## src/rtl/wl_pkg.sv

```systemverilog
package wl_pkg;
  typedef enum logic [2:0] {
    ST_SCAN, ST_EVAL, ST_IDLE, ST_CMP, ST_WR, ST_VF, ST_FIN
  } wl_state_e;
endpackage

```

## src/rtl/wl_seq_newer.sv

```systemverilog
module wl_seq_newer #(
  parameter int SEQ_W = 8
) (
  input  logic [SEQ_W-1:0] a_i,
  input  logic [SEQ_W-1:0] b_i,
  output logic             newer_o
);
  logic [SEQ_W-1:0] diff;
  // wrap-aware: a is ahead of b by less than half the sequence space
  always_comb begin
    diff    = a_i - b_i;
    newer_o = (diff != '0) && !diff[SEQ_W-1];
  end
endmodule

```

## src/rtl/wl_byte_port.sv

```systemverilog
module wl_byte_port #(
  parameter int ADDR_W = 8
) (
  input  logic              clk_i,
  input  logic              rst_ni,
  input  logic              start_i,
  input  logic              we_i,
  input  logic [ADDR_W-1:0] addr_i,
  input  logic [7:0]        wdata_i,
  output logic              idle_o,
  output logic              done_o,
  output logic [7:0]        rdata_o,
  output logic              mem_req_o,
  output logic              mem_we_o,
  output logic [ADDR_W-1:0] mem_addr_o,
  output logic [7:0]        mem_wdata_o,
  input  logic              mem_done_i,
  input  logic [7:0]        mem_rdata_i
);
  logic              req_q, we_q, done_q;
  logic [ADDR_W-1:0] addr_q;
  logic [7:0]        wdata_q, rdata_q;

  always_ff @(posedge clk_i or negedge rst_ni) begin
    if (!rst_ni) begin
      req_q   <= 1'b0;
      we_q    <= 1'b0;
      done_q  <= 1'b0;
      addr_q  <= '0;
      wdata_q <= '0;
      rdata_q <= '0;
    end else begin
      done_q <= 1'b0;
      if (start_i && !req_q) begin
        req_q   <= 1'b1;
        we_q    <= we_i;
        addr_q  <= addr_i;
        wdata_q <= wdata_i;
      end else if (req_q && mem_done_i) begin
        req_q   <= 1'b0;
        done_q  <= 1'b1;
        rdata_q <= mem_rdata_i;
      end
    end
  end

  assign idle_o      = !req_q && !done_q;
  assign done_o      = done_q;
  assign rdata_o     = rdata_q;
  assign mem_req_o   = req_q;
  assign mem_we_o    = we_q;
  assign mem_addr_o  = addr_q;
  assign mem_wdata_o = wdata_q;

  p_req_hold_r7: assert property (@(posedge clk_i) disable iff (!rst_ni)
    mem_req_o && !mem_done_i |=> mem_req_o && $stable(mem_addr_o) && $stable(mem_we_o));
  p_done_after_mem_r7: assert property (@(posedge clk_i) disable iff (!rst_ni)
    mem_req_o && mem_done_i |=> done_o && !mem_req_o);
endmodule

```

## src/rtl/wl_record_logger.sv

```systemverilog
module wl_record_logger
  import wl_pkg::*;
#(
  parameter int N_SLOTS   = 4,
  parameter int DATA_W    = 16,
  parameter int SEQ_W     = 8,
  parameter int ADDR_W    = 8,
  parameter int BASE_ADDR = 16,
  localparam int SLOT_W   = $clog2(N_SLOTS)
) (
  input  logic              clk_i,
  input  logic              rst_ni,
  input  logic              req_i,
  input  logic [DATA_W-1:0] data_i,
  output logic              ready_o,
  output logic              done_o,
  output logic              skip_o,
  output logic              err_o,
  output logic              rec_valid_o,
  output logic [SLOT_W-1:0] rec_slot_o,
  output logic [SEQ_W-1:0]  rec_seq_o,
  output logic [DATA_W-1:0] rec_data_o,
  output logic              mem_req_o,
  output logic              mem_we_o,
  output logic [ADDR_W-1:0] mem_addr_o,
  output logic [7:0]        mem_wdata_o,
  input  logic              mem_done_i,
  input  logic [7:0]        mem_rdata_i
);
  localparam int DB     = DATA_W / 8;
  localparam int SB     = SEQ_W / 8;
  localparam int REC_B  = DB + SB;
  localparam int REC_W  = REC_B * 8;
  localparam int BYTE_W = $clog2(REC_B);
  localparam logic [ADDR_W-1:0] BASE_A = ADDR_W'(BASE_ADDR);
  localparam logic [ADDR_W-1:0] LAST_A = ADDR_W'(BASE_ADDR + N_SLOTS * REC_B - 1);
  localparam logic [SEQ_W-1:0]  EMPTY  = '1;
  localparam logic [SLOT_W-1:0] SLOT_MAX = SLOT_W'(N_SLOTS - 1);

  wl_state_e         state_q;
  logic [SLOT_W-1:0] scan_slot_q, cur_slot_q, tgt_slot_q;
  logic [BYTE_W-1:0] byte_q;
  logic [REC_W-1:0]  buf_q;
  logic              cur_valid_q;
  logic [SEQ_W-1:0]  cur_seq_q, tgt_seq_q;
  logic [DATA_W-1:0] cur_data_q, new_data_q;
  logic              diff_q, skip_q, err_q;

  logic              acc_st, bp_start, bp_idle, bp_done;
  logic              bp_we;
  logic [7:0]        bp_rdata, exp_byte;
  logic [SLOT_W-1:0] acc_slot, nxt_slot;
  logic [ADDR_W-1:0] acc_addr;
  logic [REC_W-1:0]  wrec;
  logic [SEQ_W-1:0]  buf_seq, inc_seq;
  logic [DATA_W-1:0] buf_data;
  logic              last_rec, last_dat, byte_mis, scan_newer;

  always_comb begin
    acc_st   = (state_q == ST_SCAN) || (state_q == ST_CMP) ||
               (state_q == ST_WR)   || (state_q == ST_VF);
    bp_start = acc_st && bp_idle;
    bp_we    = (state_q == ST_WR);
    acc_slot = (state_q == ST_SCAN) ? scan_slot_q :
               (state_q == ST_CMP)  ? cur_slot_q  : tgt_slot_q;
    acc_addr = BASE_A + ADDR_W'(int'(acc_slot) * REC_B) + ADDR_W'(byte_q);
    wrec     = {tgt_seq_q, new_data_q};
    exp_byte = wrec[int'(byte_q)*8 +: 8];
    last_rec = (byte_q == BYTE_W'(REC_B - 1));
    last_dat = (byte_q == BYTE_W'(DB - 1));
    byte_mis = (bp_rdata != exp_byte);
    buf_seq  = buf_q[REC_W-1 -: SEQ_W];
    buf_data = buf_q[DATA_W-1:0];
    nxt_slot = (cur_slot_q == SLOT_MAX) ? '0 : cur_slot_q + 1'b1;
    inc_seq  = cur_seq_q + 1'b1;
    if (inc_seq == EMPTY) inc_seq = '0;
  end

  wl_seq_newer #(.SEQ_W(SEQ_W)) u_newer (
    .a_i     (buf_seq),
    .b_i     (cur_seq_q),
    .newer_o (scan_newer)
  );

  wl_byte_port #(.ADDR_W(ADDR_W)) u_port (
    .clk_i       (clk_i),
    .rst_ni      (rst_ni),
    .start_i     (bp_start),
    .we_i        (bp_we),
    .addr_i      (acc_addr),
    .wdata_i     (exp_byte),
    .idle_o      (bp_idle),
    .done_o      (bp_done),
    .rdata_o     (bp_rdata),
    .mem_req_o   (mem_req_o),
    .mem_we_o    (mem_we_o),
    .mem_addr_o  (mem_addr_o),
    .mem_wdata_o (mem_wdata_o),
    .mem_done_i  (mem_done_i),
    .mem_rdata_i (mem_rdata_i)
  );

  always_ff @(posedge clk_i or negedge rst_ni) begin
    if (!rst_ni) begin
      state_q     <= ST_SCAN;
      scan_slot_q <= '0;
      cur_slot_q  <= '0;
      tgt_slot_q  <= '0;
      byte_q      <= '0;
      buf_q       <= '0;
      cur_valid_q <= 1'b0;
      cur_seq_q   <= '0;
      tgt_seq_q   <= '0;
      cur_data_q  <= '0;
      new_data_q  <= '0;
      diff_q      <= 1'b0;
      skip_q      <= 1'b0;
      err_q       <= 1'b0;
    end else begin
      unique case (state_q)
        ST_SCAN: if (bp_done) begin
          buf_q[int'(byte_q)*8 +: 8] <= bp_rdata;
          if (last_rec) begin
            byte_q  <= '0;
            state_q <= ST_EVAL;
          end else byte_q <= byte_q + 1'b1;
        end
        ST_EVAL: begin
          if (buf_seq != EMPTY && (!cur_valid_q || scan_newer)) begin
            cur_valid_q <= 1'b1;
            cur_slot_q  <= scan_slot_q;
            cur_seq_q   <= buf_seq;
            cur_data_q  <= buf_data;
          end
          if (scan_slot_q == SLOT_MAX) state_q <= ST_IDLE;
          else begin
            scan_slot_q <= scan_slot_q + 1'b1;
            state_q     <= ST_SCAN;
          end
        end
        ST_IDLE: if (req_i) begin
          new_data_q <= data_i;
          byte_q     <= '0;
          diff_q     <= 1'b0;
          skip_q     <= 1'b0;
          err_q      <= 1'b0;
          if (cur_valid_q) begin
            tgt_slot_q <= nxt_slot;
            tgt_seq_q  <= inc_seq;
            state_q    <= ST_CMP;
          end else begin
            tgt_slot_q <= '0;
            tgt_seq_q  <= '0;
            state_q    <= ST_WR;
          end
        end
        ST_CMP: if (bp_done) begin
          if (last_dat) begin
            byte_q <= '0;
            diff_q <= 1'b0;
            if (!diff_q && !byte_mis) begin
              skip_q  <= 1'b1;
              state_q <= ST_FIN;
            end else state_q <= ST_WR;
          end else begin
            byte_q <= byte_q + 1'b1;
            diff_q <= diff_q | byte_mis;
          end
        end
        ST_WR: if (bp_done) begin
          if (last_rec) begin
            byte_q  <= '0;
            diff_q  <= 1'b0;
            state_q <= ST_VF;
          end else byte_q <= byte_q + 1'b1;
        end
        ST_VF: if (bp_done) begin
          if (last_rec) begin
            if (diff_q || byte_mis) err_q <= 1'b1;
            else begin
              cur_valid_q <= 1'b1;
              cur_slot_q  <= tgt_slot_q;
              cur_seq_q   <= tgt_seq_q;
              cur_data_q  <= new_data_q;
            end
            state_q <= ST_FIN;
          end else begin
            byte_q <= byte_q + 1'b1;
            diff_q <= diff_q | byte_mis;
          end
        end
        ST_FIN:  state_q <= ST_IDLE;
        default: state_q <= ST_IDLE;
      endcase
    end
  end

  assign ready_o     = (state_q == ST_IDLE);
  assign done_o      = (state_q == ST_FIN);
  assign skip_o      = skip_q;
  assign err_o       = err_q;
  assign rec_valid_o = cur_valid_q;
  assign rec_slot_o  = cur_slot_q;
  assign rec_seq_o   = cur_seq_q;
  assign rec_data_o  = cur_data_q;

  initial begin
    a_base_nonzero_r8: assert (BASE_ADDR > 0);
    a_byte_multiple_r1: assert ((DATA_W % 8 == 0) && (SEQ_W % 8 == 0));
  end

  p_addr_window_r8: assert property (@(posedge clk_i) disable iff (!rst_ni)
    mem_req_o |-> (mem_addr_o >= BASE_A) && (mem_addr_o <= LAST_A));
  p_ready_quiet_r9: assert property (@(posedge clk_i) disable iff (!rst_ni)
    ready_o |-> !mem_req_o);
  p_done_pulse_r10: assert property (@(posedge clk_i) disable iff (!rst_ni)
    done_o |=> !done_o);
  p_seq_not_empty_r2: assert property (@(posedge clk_i) disable iff (!rst_ni)
    rec_valid_o |-> rec_seq_o != EMPTY);
  p_skip_keeps_r5: assert property (@(posedge clk_i) disable iff (!rst_ni)
    done_o && skip_o |-> $stable(rec_seq_o) && $stable(rec_slot_o) && !err_o);
  p_err_keeps_r6: assert property (@(posedge clk_i) disable iff (!rst_ni)
    done_o && err_o |-> $stable(rec_seq_o) && $stable(rec_slot_o));
  p_advance_r1: assert property (@(posedge clk_i) disable iff (!rst_ni)
    done_o && !skip_o && !err_o && $past(rec_valid_o) |->
      rec_slot_o == (($past(rec_slot_o) == SLOT_MAX) ? '0 : $past(rec_slot_o) + 1'b1));
endmodule

```

## config.mk

```make
export PLATFORM = sky130hd
export DESIGN_NAME = wl_record_logger
export DESIGN_NICKNAME = d
export VERILOG_FILES = /design/src/rtl/wl_pkg.sv /design/src/rtl/wl_seq_newer.sv /design/src/rtl/wl_byte_port.sv /design/src/rtl/wl_record_logger.sv
export SDC_FILE = /design/constraint.sdc
export NUM_CORES = 1
export LEC_CHECK = 0
export ABC_AREA = 1
export BUFFER_PORTS_ARGS = -buffer_cell sky130_fd_sc_hd__buf_2
export CORE_MARGIN = 2
export CORE_UTILIZATION = 45
export CTS_CLUSTER_SIZE = 30
export DETAILED_ROUTE_END_ITERATION = 10
export RECOVER_POWER = 25
export SLEW_MARGIN = 20
export SYNTH_ARGS = -nofsm -noshare
export SYNTH_HDL_FRONTEND = slang
export SYNTH_HIERARCHICAL = 1
export SYNTH_SLANG_ARGS = --single-unit
```

## constraint.sdc

```tcl
create_clock -name clk_i -period 8.7 [get_ports clk_i]
set_clock_uncertainty 0.05 [all_clocks]
set_input_delay 0.435 -clock clk_i [delete_from_list [all_inputs] [get_ports clk_i]]
set_output_delay 0.435 -clock clk_i [all_outputs]
set_load 0.005 [all_outputs]
```

-- Word-level counts from Yosys, hierarchy flattened
Cells that the tools add are included.
- add/sub/neg operators: 8
- multiply operators: 1
- equality and inequality tests: 28
- shifts and indexed selects: 3
- multiplexer cells: 68
- bitwise logic cells: 3
- reduce and logical (&&, ||, !) cells: 37
- operator list (operator ; number):
    16-bit 2-to-1 mux ; 4
    8-bit 2-to-1 mux ; 6
    2-bit 2-to-1 mux ; 17
    5-bit negation with 33-bit output ; 1
    8-bit by 33-bit variable shift with 24-bit output (first input constant) ; 1
    8-bit by 33-bit indexed part select with 24-bit output ; 1
    16-bit one-hot mux with 2 select lines ; 1
    3-bit 2-to-1 mux ; 10
    24-bit bitwise mux ; 1
    24-bit by 6-bit indexed part select with 8-bit output ; 1
    1-bit 2-to-1 mux ; 21
    2-bit != test (second input constant) ; 9
    3-bit one-hot mux with 6 select lines ; 1
    8-bit one-hot mux with 2 select lines ; 1
    5-bit AND reduction ; 3
    2-bit by 1-bit != test with 1-bit output (second input constant) ; 6
    3-bit == test (second input constant) ; 3
    9-bit AND reduction ; 1
    8-bit by 1-bit adder with 8-bit output (second input constant) ; 1
    8-bit == test (second input constant) ; 1
    8-bit != test ; 1
    8-bit != test (second input constant) ; 1
    2-bit one-hot mux with 4 select lines ; 1
    2-bit AND reduction ; 4
    other kinds (24) ; 51
- bits in registers: 114
- logic and storage cells: 168

-- Longest topological paths before layout
Gate-level depths: netlist (run 1).
- depth in word-level cells: 8
- mapped depth: 19

-- By module
The synthesis (run 1) kept the hierarchy.
- modules (own cells, without submodules) (module ; times used ; cells an instance ; area each (um^2) ; sequential area each (um^2)):
    wl_record_logger ; 1 ; 596 ; 4809.6 ; 2177.1
    wl_byte_port ; 1 ; 114 ; 1068.5 ; 675.6
    wl_seq_newer ; 1 ; 78 ; 415.4 ; 0.0

-- Worst setup path after synthesis (run 1)
OpenSTA, ideal clock, no wires.
- kind: register to register
- start: reg state_q[2]
- end: reg u_port.addr_q[2], in the netlist u_port/mem_addr_o[2]
- library setup time: 0.116 ns
- arrival time: 2.835 ns
- required time: 8.534 ns
- setup slack: 5.699 ns
- cell stages (with the launch flop): 15
- path buffers: 0
- clock period less this slack: 3.001 ns
- path through: dfrtp_1 > inv_1 > nand2_1 > nor2_1 > inv_1 > or2_2 > a31oi_1 > inv_1 > fa_1 > ha_1 > inv_1 > fa_1 > inv_1 > nand3_1 > nand2_1
- word-level cells in the longest chain between the ends: 6
- RTL lines (item ; RTL line ; source):
    start, declared ; wl_record_logger.sv:40 ; wl_state_e state_q;
    start signal, assigned ; wl_record_logger.sv:105 ; state_q <= ST_SCAN;
    start signal, assigned ; wl_record_logger.sv:125 ; state_q <= ST_EVAL;
    start signal, assigned ; wl_record_logger.sv:135 ; if (scan_slot_q == SLOT_MAX) state_q <= ST_IDLE;
    3-bit by 2-bit == test with 1-bit output ; wl_record_logger.sv:65 ; (state_q == ST_CMP) ? cur_slot_q : tgt_slot_q;
    2-bit 2-to-1 mux ; wl_record_logger.sv:65 ;
    2-bit 2-to-1 mux * ; wl_record_logger.sv:64 ; acc_slot = (state_q == ST_SCAN) ? scan_slot_q :
    2-bit by 2-bit multiplier with 4-bit output * ; wl_record_logger.sv:66 ; acc_addr = BASE_A + ADDR_W'(int'(acc_slot) * REC_B) + ADDR_W'(byte_q);
    5-bit by 4-bit adder with 6-bit output * ; wl_record_logger.sv:66 ;
    6-bit by 2-bit adder with 7-bit output * ; wl_record_logger.sv:66 ;
    named net acc_addr[2] ; wl_record_logger.sv:53 ; logic [ADDR_W-1:0] acc_addr;
    end signal, assigned ; wl_byte_port.sv:37 ; addr_q <= addr_i;
    end, declared ; wl_byte_port.sv:21 ; logic [ADDR_W-1:0] addr_q;
Mark *: on every way through the listed nets, which the timed path passes. The rest lies on a longest branch.
A chain may end at the register's enable or synchronous reset.

-- Worst setup path after layout (run 1)
Same ends and word-level chain as after synthesis.

==> summary.md, run 1 <==
| Metric | Value |
|---|---|
| Logic pwr share | `~48%` |
| Sink Count | `~110` |
| Hold Crit Class | `in -> reg` |
| Avg Inst Size Synth | `between 7 and 8 sq um` |
| Critical path peak fanout | `6` |
| Main synth FF type | `dfrtp_1` |
| Sw power | `1.443 mW` |
| Slew Limit Fails | `62` |
| Setup WS pre-CTS | `between 5 and 6 ns` |
| FMAX | `298.8 MHz` |
| Worst-path clk slew | `0.05 ns` |
| Multi-input logic area | `2957 sq um` |
| Most frequent cells in the layout | `nand2_1 (237), dfrtp_1 (114), inv_1 (82)` |
| Final hold violations | `0` |
| Post-route setup TNS | `0 ns` |
| R2R depth | `14` |
| Largest net degree at the start of global routing | `62` |
| Number of core rows | `between 40 and 50` |
| Post-synthesis register bit count | `114` |
| Total Nets Final | `about 910` |
| Register area | `around 2900 sq um` |
| Arr. time, crit path | `3.60 ns` |
| Drt wl/cell | `15.76 um` |
| Post-CTS resize count | `0` |
| Leakage | `3.876 nW` |
| Register area share after synthesis | `45.33%` |
| Fillers | `~1300` |
| Die width | `122.3 um` |
| DIE AREA | `between 10000 and 15000 sq um` |
| Syn Inst Count | `about 790` |
| Distinct cell type count after synthesis | `42` |
| Io pins | `77` |
| Setup violators final | `0` |
| Core Box Area | `13770 sq um` |
| Antenna violations before repair | `0` |
| Hold Buf Count CTS | `0` |
| Warnings, synthesis | `6` |
| EDFF count, synth | `0` |
| RSZ-0062 raised after global routing | `false` |
| Initial core utilization | `between 40% and 50%` |
| Max cap viols | `1` |
| Net Sw Frac | `45.22%` |
| Buffer count from post-CTS setup fixing | `0` |
| RePlAce Congestion | `between 1 and 1.5` |
| Share of the synthesized area in the top cell type | `45.33%` |
| GRT overflow | `0` |
| First-pass GRT wire length | `26.87 mm` |
| Pwr/cell area | `431.4 nW/um^2` |
| DR vias/cell | `5.310` |
| Worst path slowest cell | `fa_1` |
| Overall routed net length | `16.61 mm` |
| Clock power share | `24.0%` |
| Vias | `5597` |
| Setup crit end kind | `register` |
| Rel. slew slack | `-124.7%` |
| Worst-margin pin slew | `between 3 and 4 ns` |
| Period utilization | `38.46%` |
| Synth async-reset ratio | `100.0%` |
| CP Class | `reg -> reg` |
| CP startpoint kind | `register` |
| Part of the power in registers | `28.5%` |
| Failing checks | `max-capacitance violations, max-slew violations` |
| Vias in the first global route | `5291` |
| CTS buffer count | `17` |
| Worst-Skew Late Latency | `between 0.4 and 0.5 ns` |
| Top cells by area, synth | `dfrtp_1 (45%), nand2_1 (14%), o21ai_0 (5.7%)` |
| Pint | `1.749 mW` |
| Commonest non-fill, non-tap cell in the layout | `nand2_1` |
| Post-synth top area cell | `dfrtp_1` |
| TritonRoute pass-1 iters | `5` |
| Initial DRC count | `376` |
| DP Wirelength | `11.86 mm` |
| CP cell instances | `inv_1 -> nand2_1 -> nor2_1 -> inv_1 -> or2_2 -> a31oi_1 -> inv_1 -> fa_1 -> ha_1 -> inv_1 -> fa_1 -> inv_1 -> nand3_1 -> nand2_1` |
| Root Driver | `clkbuf_16` |
| WP data required | `8.96 ns` |
| GRT Overall Usage | `23.44%` |
| Antenna Nets Post-Route | `0` |
| Drt drc | `0` |
| Ant. Diodes | `0` |
| H-tree levels | `4` |
| Crit-path most repeated cell | `inv_1` |
| Final worst path period need | `approximately 3.3 ns` |
| Die Y | `122.3 um` |
| Share of post-route cells with drive strength above 1 | `19.34%` |
| Status | `finished, violations left` |
| CTS tree | `built` |
| Critical path's largest stage delay | `about 0.53 ns` |
| Post-Syn Area | `6294 sq um` |
| Max clock buf depth | `2` |
| Maximum VDD drop | `0.2383 mV` |
| Final WS setup | `5.354 ns` |
| Port buffer count | `76` |
| Worst Hold Depth | `3` |
| Area grow syn2layout | `17.57%` |
[path summary, 6_finish.rpt]
check	start	endpoint	slack, ns
setup / recovery	state_q[2]	u_port/mem_addr_o[2]	5.35
hold / removal	data_i[4]	new_data_q[4]	0.17
setup reg to reg	state_q[2]	u_port/mem_addr_o[2]	5.35
hold reg to reg	u_port/mem_addr_o[0]	u_port/mem_addr_o[0]	0.42
max in group asynchronous	rst_ni	skip_o	5.44
min in group asynchronous	rst_ni	rec_seq_o[7]	1.10
[synthesized netlist by cell type (2+ instances only)]
| library cell | instances |
|---|---|
| conb_1 | 2 |
| buf_6 | 7 |
| a21oi_1 | 11 |
| o21a_1 | 2 |
| ha_1 | 19 |
| nand4_1 | 16 |
| or2_0 | 3 |
| nor2_2 | 3 |
| nand3b_1 | 7 |
| nor2_1 | 31 |
| nand2_2 | 23 |
| inv_2 | 3 |
| or2_2 | 2 |
| buf_4 | 4 |
| nand3_2 | 2 |
| buf_1 | 2 |
| o22ai_1 | 12 |
| o211ai_1 | 2 |
| dfrtp_1 | 114 |
| nand2_4 | 2 |
| xor2_1 | 5 |
| a211oi_1 | 2 |
| nand2_1 | 236 |
| buf_2 | 3 |
| inv_1 | 82 |
| fa_1 | 3 |
| nor3_1 | 3 |
| xnor2_1 | 4 |
| o21ai_2 | 25 |
| nand3_1 | 65 |
| o21ai_0 | 72 |
| clkbuf_1 | 11 |
[sequential cells by signal, indices dropped and copies added, names as in the netlist, 2 cells and up]
name / flops
new_data_q: 16
u_port/mem_wdata_o: 8
state_q: 3
buf_q: 24
scan_slot_q: 2
tgt_slot_q: 2
rec_seq_o: 8
tgt_seq_q: 8
u_port/mem_addr_o: 8
rec_data_o: 16
byte_q: 2
u_port/rdata_o: 8
rec_slot_o: 2
[worst max-delay path, delay by kind of cell (launching register included)]
family                     cells  cell delay (ns)
AOI/OAI and AO/OA              1             0.25
and+or+nand+nor                5             0.85
adders and majority gates      3             1.14
DFF                            1             0.44
buffers and inverters          5             0.51
[logic make-up (layout without fill, tap and decap cells)]
group	Yosys count	count (layout)	share of synthesized area (%)
AO/OA/AOI/OAI	132	132	12.72
XOR/XNOR	9	9	1.252
AND/OR/NAND/NOR	397	397	28.03
other	2	4	0.1193
buffers and inverters	112	196	7.813
adder cells (fa/ha/maj)	22	22	4.732
flip-flops	114	114	45.33
[final cells by class]
type	instances	share of cell area (%)
clock buffer	22	6.273
clock inverter	10	2.435
inverter	85	4.312
multi-input combinational	564	39.96
sequential	114	38.55
tap	180	3.044
timing repair buffer	79	5.428
[layer usage]
layer  wire length, um  global-route usage (%)
met4               377                   9.483
met3               841                   4.786
met5                 0                       0
met2              7759                   35.90
met1              7633                   32.58
[through the flow]
stage	util (%)	cell area [sq um]	instances	hold WS [ns]	power, mW
final	53.72	7400	1054	0.1720	3.192
after global routing	53.72	7400	1054	0.1861	3.449
after CTS	53.77	7406	1054	0.08522	3.200
after detailed placement	49.09	6761	1022	0.4046	2.420
after global placement	49.09	6761	1022	0.4015	2.373
after floorplan	-	6301	790	0.08941	2.057
[power by group through the flow]
| stage | Combinational [mW] | Clock (mW) | Sequential (mW) |
|---|---|---|---|
| CTS | 1.52 | 0.776 | 0.908 |
| finish | 1.52 | 0.767 | 0.910 |
| floorplan | 1.20 | 0 | 0.858 |
| detailed placement | 1.51 | 0 | 0.915 |
| global placement | 1.47 | 0 | 0.908 |
| global route | 1.71 | 0.798 | 0.936 |
(Power assumes the default switching activity.)
==> run 2: changes to the inputs <==
--- a/config.mk
+++ b/config.mk
@@ -11,6 +11,7 @@
 export CORE_UTILIZATION = 45
 export CTS_CLUSTER_SIZE = 30
 export DETAILED_ROUTE_END_ITERATION = 10
+export PLACE_DENSITY = 0.67
 export RECOVER_POWER = 25
 export SLEW_MARGIN = 20
 export SYNTH_ARGS = -nofsm -noshare
==> constraint.sdc (replaced) <==
create_clock -name clk_i -period 3.01 [get_ports clk_i]
set_clock_uncertainty 0.05 [all_clocks]
set_input_delay 0.1505 -clock clk_i [delete_from_list [all_inputs] [get_ports clk_i]]
set_output_delay 0.1505 -clock clk_i [all_outputs]
set_load 0.005 [all_outputs]
==> run 2 against run 1 <==
Net effect: the run still ends with max-capacitance violations, max-slew violations left; clock power rose to 2.8 times the previous value; maximum frequency up 17%; design area grew 5.8%; count of clock-buffer cells in the layout shrank 2; non-clock buffer count increased by 47.
==> summary.md, run 2 (same netlist as run 1, synthesis figures left out) <==
| Metric | Value |
|---|---|
| Antenna violations before repair | `0` |
| Placed cells | `1040` |
| Leakage | `4.057 nW` |
| Max clock buf depth | `2` |
| GRT overflow | `0` |
| Maximum VDD drop | `roughly 0.51 mV` |
| R2R depth | `13` |
| Drt wl/cell | `around 15 um` |
| Die Y | `around 120 um` |
| Initial core utilization | `45.69%` |
| Status | `finished, violations left` |
| Critical path depth | `13` |
| Worst-path clk slew | `0.05 ns` |
| Total Nets Final | `958` |
| Rel. slew slack | `-56.46%` |
| Io pins | `77` |
| Worst-margin pin slew | `between 2 and 2.5 ns` |
| Worst Hold Depth | `3` |
| Max reg flops | `24` |
| H-tree levels | `4` |
| Setup violators final | `0` |
| Arr. time, crit path | `3.11 ns` |
| Vias | `5726` |
| Vias in the first global route | `5438` |
| Setup crit start | `state_q[1]` |
| DP Wirelength | `11.59 mm` |
| Die width | `122.3 um` |
| CP startpoint kind | `register` |
| Commonest non-fill, non-tap cell in the layout | `nand2_1` |
| Ant. Diodes | `0` |
| Hold Crit Class | `in -> reg` |
| Max cap viols | `1` |
| CP Class | `reg -> reg` |
| Total Power | `9.565 mW` |
| Critical Path End | `u_port/mem_addr_o[2]` |
| FMAX | `roughly 350 MHz` |
| Critical path peak fanout | `7` |
| CTS tree | `built` |
| WP data required | `3.26 ns` |
| R2r endpoint | `u_port/mem_addr_o[2]` |
| Failing checks | `max-capacitance violations, max-slew violations` |
| Fillers | `1254` |
| Worst path slowest cell | `fa_1` |
| Worst-Skew Late Latency | `0.41 ns` |
| Design Area, Final | `7831 sq um` |
| Initial DRC count | `431` |
| DIE AREA | `14950 sq um` |
| Post-layout util | `a little under three fifths` |
| Post-route setup TNS | `0 ns` |
| Most frequent cells in the layout | `nand2_1 (236), dfrtp_1 (114), inv_1 (81)` |
| CP cell instances | `nand2_2 -> nor2_2 -> inv_1 -> or2_2 -> a31oi_2 -> inv_1 -> fa_1 -> ha_1 -> inv_1 -> fa_1 -> inv_1 -> nand3_1 -> nand2_1` |
| Final Non-Filler Cells | `1101` |
| DR vias/cell | `5.201` |
| Port buffer count | `76` |
| Critical path's largest stage delay | `0.52 ns` |
| Worst R2R Setup Slack | `around 0.15 ns` |
| Root Driver | `clkbuf_16` |
| Final hold violations | `0` |
| CP top delay family | `adder cells` |
| Placed cell area | `6922 sq um` |
| Buf/Inv on CP | `4` |
| Largest net degree at the start of global routing | `63` |
| Area grow syn2layout | `24.43%` |
| Largest register by flop count | `buf_q` |
| Number of core rows | `43` |
| Reg-to-reg startpoint | `state_q[1]` |
| RePlAce Congestion | `0.9325` |
| Share of post-route cells with drive strength above 1 | `20.74%` |
| Sink Count | `114` |
| CTS buffer count | `17` |
| Antenna Nets Post-Route | `0` |
| RSZ-0062 raised after global routing | `false` |
| Overall routed net length | `between 15 and 20 mm` |
| Pwr/cell area | `1221 nW/um^2` |
| Core Box Area | `13770 sq um` |
| TritonRoute pass-1 iters | `5` |
| Setup crit end kind | `register` |
| GRT Overall Usage | `23.20%` |
| Drt drc | `0` |
| Crit-path most repeated cell | `inv_1` |
| First-pass GRT wire length | `27.06 mm` |
| Final worst path period need | `2.862 ns` |
| Period utilization | `95.09%` |
| Slew Limit Fails | `42` |
## run 2: cell types whose count changed in the layout (fill, tap and decap cells not counted), sizes merged
cell	previous run	this run
clkinvlp	2	4
bufinv	5	4
clkbuf	23	27
buf	78	94
dlygate4sd3	0	25
inv	85	86
## run 2: routing by layer
metal	track usage, %	wire length (um)
met1	31.95	7512
met2	37.01	7679
met3	4.275	870
met4	7.830	272
met5	0	0
## run 2: area by class of cell
type,count,area [sq um],area share [%]
sequential,114,2853,36.43
clock buffer,20,446.7,5.704
multi-input combinational,564,2974,37.98
clock inverter,12,181.4,2.317
timing repair buffer,126,832.0,10.62
inverter,85,319.1,4.074
tap,180,225.2,2.876
## run 2: timing repair
item / 4_1_cts / 5_1_grt
setup endpoints to repair: 0 / 24
hold buffers: 25 / 0
buffers inserted: 0 / 4
resized for setup: 0 / 5
endpoints found under the hold margin: 64 / 0
## run 2: per-stage QoR
step	hold slack [ns]	setup WS, ns
global placement	0.1306	0.1870
detailed placement	0.1281	0.09544
global route	0.01426	0.002609
finish	0.01132	0.1479
floorplan	-0.1951	0.008910
CTS	0.0006824	0.06202
## run 2: worst min-delay path by stage
stage                from           endpoint  slack [ns]
3_3_place_gp       rst_ni      rec_data_o[4]        0.13
3_5_place_dp       rst_ni      new_data_q[4]        0.13
4_1_cts        mem_done_i  u_port/rdata_o[1]      0.0007
6_report       mem_done_i  u_port/rdata_o[3]        0.01
5_1_grt        mem_done_i  u_port/rdata_o[1]        0.01
2_1_floorplan      rst_ni           buf_q[0]       -0.20
## run 2: worst reg2reg max path, cell delays in order, from the launching register on
cell     delay (ns)
dfrtp_1        0.46
nand2_2        0.12
nor2_2         0.11
inv_1          0.11
or2_2          0.30
a31oi_2        0.15
inv_1          0.08
fa_1           0.52
ha_1           0.15
inv_1          0.05
fa_1           0.47
inv_1          0.04
nand3_1        0.07
nand2_1        0.06
## run 2: where the power goes
part	total [mW]	internal, mW	leakage [nW]	switching, mW
sequential	2.57	2.09	1.49	0.482
combinational	4.86	1.80	2.28	3.06
clock	2.13	1.41	0.293	0.725
total	9.57	5.30	4.06	4.26
==> run 3: changes to the inputs <==
--- a/config.mk
+++ b/config.mk
@@ -5,7 +5,6 @@
 export SDC_FILE = /design/constraint.sdc
 export NUM_CORES = 1
 export LEC_CHECK = 0
-export ABC_AREA = 1
 export BUFFER_PORTS_ARGS = -buffer_cell sky130_fd_sc_hd__buf_2
 export CORE_MARGIN = 2
 export CORE_UTILIZATION = 45
==> run 3 against run 2 <==
Net effect: the flow finishes with violations (negative setup slack); combinational power shrank 26%; global-route usage grew 2.0 points; highest routed layer unchanged; routed wire length grew 11%; design area shrank 1.3%; sequential cell count is the same; critical endpoint is now rec_data_o[9]; maximum frequency shrank 5.7%; first-iteration DRC count grew 29%; utilization grew 1.5 points.
==> summary.md, run 3 <==
| Metric | Value |
|---|---|
| Status | `finished, violations left` |
| Failing checks | `negative setup slack` |
| WP data required | `around 3.3 ns` |
| Area grow syn2layout | `26.53%` |
| Drt wl/cell | `18.79 um` |
| Commonest cells in the netlist | `nand2_1 (177), dfrtp_1 (114), nand3_1 (36), o21ai_0 (34), a221o_1 (27)` |
| Top cells by area, synth | `dfrtp_1 (47%), nand2_1 (11%), a221o_1 (4.4%)` |
| GRT overflow | `0` |
| Max clock buf depth | `2` |
| Root Driver | `clkbuf_16` |
| Arr. time, crit path | `3.28 ns` |
| Share of the synthesized area in the top cell type | `46.71%` |
| GRT Overall Usage | `25.17%` |
| Setup violators final | `10` |
| Antenna Nets Post-Route | `0` |
| Synth async-reset ratio | `100.0%` |
| DIE AREA | `14520 sq um` |
| Rel. slew slack | `under 10%` |
| CP Class | `reg -> reg` |
| Avg Inst Size Synth | `around 9.5 sq um` |
| Reg-to-reg startpoint | `buf_q[19]` |
| CTS tree | `built` |
| First-pass GRT wire length | `28.15 mm` |
| Vias in the first global route | `5426` |
| Warnings, synthesis | `6` |
| Final hold violations | `0` |
| Core Box Area | `13240 sq um` |
| Final WS setup | `-0.02446 ns` |
| Share of post-route cells with drive strength above 1 | `24.27%` |
| CP startpoint kind | `register` |
| Maximum VDD drop | `0.6558 mV` |
| Leakage | `3.746 nW` |
| Port buffer count | `76` |
| Antenna violations before repair | `0` |
| Post-Syn Area | `6107 sq um` |
| Max reg flops | `24` |
| Largest register by flop count | `buf_q` |
| Hold Crit Class | `in -> reg` |
| FMAX | `329.5 MHz` |
| Largest net degree at the start of global routing | `60` |
| Sink Count | `114` |
| Commonest non-fill, non-tap cell in the layout | `nand2_1` |
| Register area share after synthesis | `46.71%` |
| Die Y | `120.5 um` |
| Slew Limit Fails | `0` |
| Die width | `120.5 um` |
| Worst R2R Setup Slack | `-0.02 ns` |
| Io pins | `between 70 and 80` |
| R2r endpoint | `rec_data_o[9]` |
| Worst-Skew Late Latency | `0.43 ns` |
| Vias | `5542` |
| Most frequent cells in the layout | `nand2_1 (171), dfrtp_1 (113), buf_2 (73)` |
| DP Wirelength | `11.83 mm` |
| Drt drc | `0` |
| Period utilization | `100.8%` |
| Initial core utilization | `approximately 46%` |
| Main synth FF type | `dfrtp_1` |
| EDFF count, synth | `0` |
| Distinct cell type count after synthesis | `63` |
| Post-synthesis register bit count | `114` |
| Worst-path clk slew | `roughly 0.050 ns` |
| Max cap viols | `0` |
| Pwr/cell area | `between 1000 and 1500 nW/um^2` |
| Setup crit start | `buf_q[19]` |
| Overall routed net length | `18.10 mm` |
| Fillers | `1163` |
| Setup crit end kind | `register` |
| DR vias/cell | `5.755` |
| TritonRoute pass-1 iters | `5` |
| Total Nets Final | `824` |
| Syn Inst Count | `645` |
| CTS buffer count | `17` |
| Ant. Diodes | `0` |
| RePlAce Congestion | `0.8872` |
| Post-synth top area cell | `dfrtp_1` |
| Number of core rows | `42` |
| Worst-margin pin slew | `1.476 ns` |
| Count leader, synth | `nand2_1` |
| Post-route setup TNS | `-0.1456 ns` |
| Critical path peak fanout | `24` |
| RSZ-0062 raised after global routing | `true` |
| H-tree levels | `4` |
| Final worst path period need | `3.034 ns` |
| R2R depth | `12` |
| Initial DRC count | `roughly 560` |
| Setup WS pre-CTS | `-0.07522 ns` |
| Critical Path End | `rec_data_o[9]` |
## run 3: cell count changes after synthesis, sizes merged, moves of 11 or more
cell / change
o21ai: -48
nor2: -15
a221o: +26
nand2: -84
inv: -65
mux2i: +11
nand3: -31
mux2: +26
## run 3: stage by stage
| step | hold WS (ns) | total power [mW] | instance area [sq um] | std cells | utilization [%] |
|---|---|---|---|---|---|
| after global routing | 0.1795 | 8.718 | 7727 | 963 | 58.35 |
| after detailed placement | 0.2122 | 6.169 | 6875 | 903 | 51.92 |
| after global placement | 0.2030 | 6.003 | 6875 | 903 | 51.92 |
| after CTS | 0.1551 | 8.012 | 7657 | 960 | 57.82 |
| final | 0.1613 | 8.184 | 7727 | 963 | 58.35 |
| after floorplan | -0.1951 | 4.981 | 6182 | 647 | - |
## run 3: cells by family after synthesis
logic type | after synthesis | synth area share [%]
AO/OA/AOI/OAI | 121 | 13.93
XOR/XNOR | 18 | 2.581
adder cells (fa/ha/maj) | 22 | 4.876
buffers and inverters | 51 | 4.056
flip-flops | 114 | 46.71
multiplexers | 37 | 7.212
other | 2 | 0.1230
AND/OR/NAND/NOR | 280 | 20.51
## run 3: cell type report
type / count / area, sq um / share of cell area [%]
Clock buffer: 18 / 429.2 / 5.554
Inverter: 21 / 78.83 / 1.020
Timing Repair Buffer: 136 / 919.6 / 11.90
Multi-Input combinational cell: 484 / 3132 / 40.53
Clock inverter: 14 / 93.84 / 1.214
Tap cell: 176 / 220.2 / 2.850
Sequential cell: 114 / 2854 / 36.93
## run 3: repair_timing
action	in CTS	in global routing
resized for setup	1	11
gates cloned	0	2
endpoints found under the hold margin	79	0
buffers inserted	0	1
pin swaps	1	5
endpoints found under the setup margin	26	26
hold buffers	25	0
## run 3: worst min-delay path by stage
stage	from	to	slack (ns)	depth (start not counted)
2_1_floorplan	rst_ni	buf_q[0]	-0.20	0
3_3_place_gp	rst_ni	new_data_q[12]	0.20	1
3_5_place_dp	rst_ni	rec_data_o[12]	0.21	1
4_1_cts	req_i	tgt_slot_q[0]	0.16	3
5_1_grt	req_i	tgt_slot_q[0]	0.18	3
6_report	req_i	tgt_slot_q[0]	0.16	3
## run 3: power by group
group | switching [mW] | leakage [nW] | internal (mW)
logic | 1.96 | 2.02 | 1.66
clock network | 0.730 | 0.236 | 1.04
registers | 0.653 | 1.49 | 2.14
total | 3.35 | 3.75 | 4.84
## run 3: worst max-delay path: stages, from the launching register on
cell,delay [ns]
dfrtp_1,0.42
ha_4,0.27
and2_4,0.16
a221o_1,0.33
buf_4,0.14
o211ai_1,0.21
a21oi_1,0.14
nor3_4,0.27
o221ai_2,0.20
buf_12,0.25
nand3_1,0.08
nand2_1,0.07
a221o_1,0.29
## run 3: per-layer routing
metal  track usage [%]  wire length [um]
met3             6.132              1342
met1             33.26              7596
met2             39.80              8722
met5                 0                 0
met4             10.25               438
